--- src/rtl/lfsr_div_pkg.sv ---
package lfsr_div_pkg;

  localparam int LFSR_MAX_W = 16;
  typedef logic [LFSR_MAX_W-1:0] lfsr_word_t;

  // All-ones terminal state for a register of width w.
  function automatic lfsr_word_t terminal_state(input int w);
    return lfsr_word_t'((32'd1 << w) - 32'd1);
  endfunction

  // Feedback taps, one maximal-length trinomial or pentanomial per width.
  function automatic lfsr_word_t tap_mask(input int w);
    case (w)
      3:       return lfsr_word_t'(16'h0006);
      4:       return lfsr_word_t'(16'h000C);
      5:       return lfsr_word_t'(16'h0014);
      6:       return lfsr_word_t'(16'h0030);
      7:       return lfsr_word_t'(16'h0060);
      default: return lfsr_word_t'(16'h008E);
    endcase
  endfunction

  // One clock of the sequence: shift up, XNOR of taps into bit 0,
  // all-zero jumps straight to the terminal state.
  function automatic lfsr_word_t step_fwd(input int w, input lfsr_word_t s);
    lfsr_word_t ones;
    ones = terminal_state(w);
    if (s == '0) return ones;
    return ((s << 1) | lfsr_word_t'(~^(s & tap_mask(w)))) & ones;
  endfunction

  // Inverse of step_fwd on the chain that ends at the terminal state.
  function automatic lfsr_word_t step_back(input int w, input lfsr_word_t s);
    lfsr_word_t ones;
    lfsr_word_t top;
    lfsr_word_t lo;
    logic       t;
    ones = terminal_state(w);
    top  = lfsr_word_t'(32'd1 << (w - 1));
    if (s == ones) return '0;
    lo = s >> 1;
    t  = ~s[0] ^ (^(lo & tap_mask(w) & ~top));
    return t ? (lo | top) : lo;
  endfunction

  // Reload code for divisor n: the state n-1 steps before the terminal.
  function automatic lfsr_word_t div_to_code(input int w, input int n);
    lfsr_word_t s;
    s = terminal_state(w);
    for (int i = 1; i < n; i++) s = step_back(w, s);
    return s;
  endfunction

endpackage

--- src/rtl/lfsr_next.sv ---
module lfsr_next #(
  parameter int W = 6
) (
  input  logic [W-1:0] cur,
  output logic [W-1:0] nxt
);
  import lfsr_div_pkg::*;

  lfsr_word_t wide_nxt;

  always_comb wide_nxt = step_fwd(W, lfsr_word_t'(cur));

  assign nxt = wide_nxt[W-1:0];

  logic unused_hi;
  assign unused_hi = ^wide_nxt[LFSR_MAX_W-1:W];

endmodule

--- src/rtl/lfsr_div_core.sv ---
module lfsr_div_core #(
  parameter int           W          = 6,
  parameter logic [W-1:0] RESET_CODE = '1
) (
  input  logic         clk,
  input  logic         rst,
  input  logic         wr_en,
  input  logic [W-1:0] wr_code,
  output logic         div_out,
  output logic         term,
  output logic [W-1:0] st,
  output logic [W-1:0] rl
);
  localparam logic [W-1:0] TERM_STATE = '1;

  logic [W-1:0] st_q;
  logic [W-1:0] rl_q;
  logic [W-1:0] st_step;
  logic         out_q;

  lfsr_next #(.W(W)) u_next (
    .cur (st_q),
    .nxt (st_step)
  );

  assign term = (st_q == TERM_STATE);

  always_ff @(posedge clk) begin
    if (rst) begin
      st_q  <= RESET_CODE;
      rl_q  <= RESET_CODE;
      out_q <= 1'b0;
    end else begin
      if (wr_en) rl_q <= wr_code;
      if (term) begin
        st_q  <= rl_q;
        out_q <= ~out_q;
      end else begin
        st_q  <= st_step;
      end
    end
  end

  assign div_out = out_q;
  assign st      = st_q;
  assign rl      = rl_q;

endmodule

--- src/rtl/lfsr_pll_dividers.sv ---
module lfsr_pll_dividers #(
  parameter int REF_W       = 6,
  parameter int FB_W        = 8,
  parameter int REF_RST_DIV = 4,
  parameter int FB_RST_DIV  = 8
) (
  input  logic             clk,
  input  logic             rst,
  input  logic             ref_wr_en,
  input  logic [REF_W-1:0] ref_wr_code,
  input  logic             fb_wr_en,
  input  logic [FB_W-1:0]  fb_wr_code,
  output logic             ref_clk_div,
  output logic             fb_clk_div
);
  import lfsr_div_pkg::*;

  localparam lfsr_word_t REF_RST_WIDE = div_to_code(REF_W, REF_RST_DIV);
  localparam lfsr_word_t FB_RST_WIDE  = div_to_code(FB_W, FB_RST_DIV);
  localparam logic [REF_W-1:0] REF_RST_CODE = REF_RST_WIDE[REF_W-1:0];
  localparam logic [FB_W-1:0]  FB_RST_CODE  = FB_RST_WIDE[FB_W-1:0];

  // Internal events brought out for the bound checker.
  logic             ref_term;
  logic [REF_W-1:0] ref_st;
  logic [REF_W-1:0] ref_rl;
  logic             fb_term;
  logic [FB_W-1:0]  fb_st;
  logic [FB_W-1:0]  fb_rl;

  lfsr_div_core #(.W(REF_W), .RESET_CODE(REF_RST_CODE)) u_ref_div (
    .clk     (clk),
    .rst     (rst),
    .wr_en   (ref_wr_en),
    .wr_code (ref_wr_code),
    .div_out (ref_clk_div),
    .term    (ref_term),
    .st      (ref_st),
    .rl      (ref_rl)
  );

  lfsr_div_core #(.W(FB_W), .RESET_CODE(FB_RST_CODE)) u_fb_div (
    .clk     (clk),
    .rst     (rst),
    .wr_en   (fb_wr_en),
    .wr_code (fb_wr_code),
    .div_out (fb_clk_div),
    .term    (fb_term),
    .st      (fb_st),
    .rl      (fb_rl)
  );

endmodule

--- config.mk ---
export PLATFORM = sky130hd
export DESIGN_NAME = lfsr_pll_dividers
export DESIGN_NICKNAME = d
export VERILOG_FILES = /design/src/rtl/lfsr_div_pkg.sv /design/src/rtl/lfsr_next.sv /design/src/rtl/lfsr_div_core.sv /design/src/rtl/lfsr_pll_dividers.sv
export SDC_FILE = /design/constraint.sdc
export NUM_CORES = 1
export LEC_CHECK = 0
export BUFFER_PORTS_ARGS = -buffer_cell sky130_fd_sc_hd__buf_2
export CAP_MARGIN = 10
export CORE_UTILIZATION = 45
export CTS_CLUSTER_SIZE = 30
export DETAILED_ROUTE_END_ITERATION = 10
export PLACE_DENSITY = 0.68
export SYNTH_ARGS = -nofsm -noshare
export SYNTH_HDL_FRONTEND = slang
export SYNTH_SLANG_ARGS = --single-unit
--- constraint.sdc ---
create_clock -name clk -period 1.5 [get_ports clk]
set_clock_uncertainty 0.15 [all_clocks]
set_input_delay 0.225 -clock clk [delete_from_list [all_inputs] [get_ports clk]]
set_output_delay 0.225 -clock clk [all_outputs]
set_load 0.05 [all_outputs]
==> flow_metrics.env <==
export IMPL_outcome="complete, no violations"
export IMPL_n_fill_cell=213
export IMPL_hpwl_mm=1.805
export IMPL_ys_types=28
export IMPL_num_io_pins=20
export IMPL_cp_top_family="simple AND/OR/NAND/NOR gates"
export IMPL_critPathBufInv=0
export IMPL_grt_max_degree=16
export IMPL_maxSlewViolCount=0
export IMPL_clk_pin_slew_ps=90
export IMPL_hold_viol=0
export IMPL_grt_pass1_vias=967
export IMPL_p_leak_nw=0.6949
export IMPL_initial_utilization=0.4866
export IMPL_vias_per_cell=5.433
export IMPL_wl_mm=2.530
export IMPL_routedWlPerCell_um=13.04
export IMPL_fin_hold_ws_ps=14.00
export IMPL_synthCells=125
export IMPL_yosys_area_share_simple=0.1651
export IMPL_cts_tree="yes"
export IMPL_syn_num_nets=147
export IMPL_cpPeakStageDelay_ps=380
export IMPL_period_share=0.9621
export IMPL_synth_xor_area_share=0.01427
export IMPL_critPathKind="register to register"
export IMPL_rows=18
export IMPL_drive_gt1_frac=0.2866
export IMPL_drt_iter0_markers=16
export IMPL_drc_errors=0
export IMPL_cts_buffer_depth=2
export IMPL_fp_dieH_um=54.23
export IMPL_crit_fanout=6
export IMPL_cap_violations=0
export IMPL_nets=185
export IMPL_n_antenna_cell=0
export IMPL_htree_levels=2
export IMPL_slowest_stage="dfxtp_1"
export IMPL_cts_root_buf="clkbuf_4"
export IMPL_grt_antenna_before_repair=0
export IMPL_vias=1054
export IMPL_muxShareOfSynthArea=0.1142
export IMPL_synth_compound_area_frac=0.1356
export IMPL_synth_seq_cells=30
export IMPL_critical_path_arrival_ps=1510
export IMPL_p_per_area_nw_per_um2=1074
export IMPL_cp_required_ps=1570
export IMPL_synth_warnings=0
export IMPL_clk_latency_ps=320
export IMPL_critPathLaunchType="register"
export IMPL_firstDrtPassIters=4
export IMPL_synth_area_um2=1227
export IMPL_clock_fmax_mhz=692.9
export IMPL_period_needed_ps=1443
export IMPL_ys_seq_area_frac=0.4893
export IMPL_die_w_um=54.23
export IMPL_synth_fa_ha_area_frac=0.04077
export IMPL_placed_cells=175
export IMPL_synth_top_family_by_area="simple AND/OR/NAND/NOR gates"
export IMPL_cts_sinks=30
export IMPL_grt_remaining_overflow=0
export IMPL_die_area_um2=2940
export IMPL_coreArea_um2=2522
export IMPL_crit_path_end_kind="register"
export IMPL_syn_avg_cell_area_um2=9.819
export IMPL_gp_congestion=0.8336
export IMPL_ant_nets=0
export IMPL_area_growth_pct=30.68
export IMPL_place_port_buffers=19
export IMPL_setup_viol=0
export IMPL_instances_no_fill=194
export IMPL_grt_use_total=0.2025
export IMPL_hp_class="input pin to register"
export IMPL_crit_chain="nand4_1 > or2_4 > o221a_1"
export IMPL_grt_first_pass_wirelength_mm=4.133
export IMPL_cts_buffers=5
export IMPL_max_slew_margin=0.7038
export IMPL_tightest_slew_ps=443.8
export IMPL_ir_worst_vdd_uv=997.2
export IMPL_postCtsSetupBuffers=0
-- layer usage --
metal	part of all wire	vias up	track usage
met4	0.021	0	0.08974
met1	0.49	496	0.2765
li1	-	529	-
met3	0.032	7	0.05000
met2	0.46	22	0.3008
met5	0	-	0
-- synthesized netlist by cell type --
library cell | n | share of area
dfxtp_1 | 30 | 0.49
mux2i_1 | 14 | 0.11
a21oi_1 | 9 | 0.037
nor3_1 | 9 | 0.037
nor2_1 | 8 | 0.024
clkbuf_1 | 6 | 0.018
inv_1 | 6 | 0.018
nand2_1 | 6 | 0.018
ha_1 | 4 | 0.041
o21ai_1 | 4 | 0.016
nor4_1 | 3 | 0.015
o221a_1 | 3 | 0.028
or3_1 | 3 | 0.015
a21o_1 | 2 | 0.012
a41oi_1 | 2 | 0.014
nand4_1 | 2 | 0.010
or2_1 | 2 | 0.010
xnor2_1 | 2 | 0.014
a211oi_1 | 1 | 0.0061
a311oi_2 | 1 | 0.012
and2_1 | 1 | 0.0051
buf_2 | 1 | 0.0041
nand2_2 | 1 | 0.0051
nand3_1 | 1 | 0.0041
nor3b_2 | 1 | 0.010
nor4_2 | 1 | 0.010
o21ai_0 | 1 | 0.0041
o31ai_1 | 1 | 0.0061
-- stage by stage --
stage | utilization | total power, W | TNS (ps) | setup WS (ps) | instance area (µm²)
global route | 0.6359 | 0.001819 | -14.43 | -12.72 | 1604
floorplan | - | 0.001112 | 0 | 112.3 | 1227
CTS | 0.6195 | 0.001711 | 0 | 20.95 | 1563
finish | 0.6359 | 0.001723 | 0 | 56.85 | 1604
global placement | 0.5521 | 0.001202 | 0 | 96.15 | 1393
detailed placement | 0.5521 | 0.001212 | 0 | 56.73 | 1393
-- state kept, by name (all words and copies together) (netlist names) --
name / count
u_ref_div.div_out: 1
u_ref_div.rl: 6
u_fb_div.st: 8
u_fb_div.rl: 8
u_fb_div.div_out: 1
u_ref_div.st: 6
-- where the power goes --
group / leakage [nW] / internal (W) / switching (W)
Clock: 0.0353 / 0.000227 / 0.000249
Combinational: 0.412 / 0.000171 / 0.000142
Sequential: 0.248 / 0.000873 / 0.0000602
Total: 0.695 / 0.00127 / 0.000452
-- layout by cell type, fill, tap and decap left out, types with 2 or more instances in the layout --
| master | count |
|---|---|
| buf_2 | 19 |
| inv_1 | 4 |
| nor2_1 | 8 |
| nand4_1 | 2 |
| nor4_1 | 3 |
| dfxtp_2 | 2 |
| o221a_1 | 3 |
| a41oi_1 | 2 |
| dlygate4sd3_1 | 11 |
| a21o_1 | 2 |
| dfxtp_1 | 28 |
| inv_2 | 2 |
| ha_1 | 3 |
| nand2_1 | 6 |
| buf_4 | 8 |
| mux2i_1 | 14 |
| a21oi_1 | 9 |
| clkbuf_4 | 5 |
| or3_1 | 3 |
| nor3_1 | 8 |
| o21ai_1 | 4 |
-- cell type report --
type	instances	area (µm²)	share of cell area
multi-input combinational	82	615.6	0.3838
sequential	30	603.1	0.3760
timing repair buffer	38	265.3	0.1654
clock buffer	7	55.05	0.03432
tap	30	37.54	0.02340
inverter	6	22.52	0.01404
clock inverter	1	5.005	0.003120
-- worst reg2reg max path: cells and delay by family, from the launching register on --
family | cells | cell delay, ps
AO/OA/AOI/OAI | 1 | 240
AND/OR/NAND/NOR | 2 | 560
flip-flops | 1 | 380
-- repair_timing --
item	4_1_cts	5_1_grt
setup endpoints to repair	0	10
endpoints found under the hold margin	11	0
hold buffers	11	0
gates resized for setup	0	10
-- logic make-up after synthesis --
kind of cell / after synthesis
AND/OR/NAND/NOR: 38
flip-flops: 30
AO/OA/AOI/OAI: 24
multiplexers: 14
buffers and inverters: 13
adder cells (fa/ha/maj): 4
XOR/XNOR: 2
-- worst paths after layout --
path / start / to / slack, ps / cells after the start
max: u_ref_div.st[0]$_SDFF_PP0_ / u_ref_div.st[1]$_SDFF_PP0_ / 60 / 3
min: ref_wr_code[0] / u_ref_div.rl[0]$_SDFFE_PP0P_ / 10 / 3
max reg2reg: u_ref_div.st[0]$_SDFF_PP0_ / u_ref_div.st[1]$_SDFF_PP0_ / 60 / 3
min reg2reg: u_ref_div.rl[4]$_SDFFE_PP1P_ / u_ref_div.rl[4]$_SDFFE_PP1P_ / 350 / 2
No activity file was read; power rests on OpenSTA's default activity.
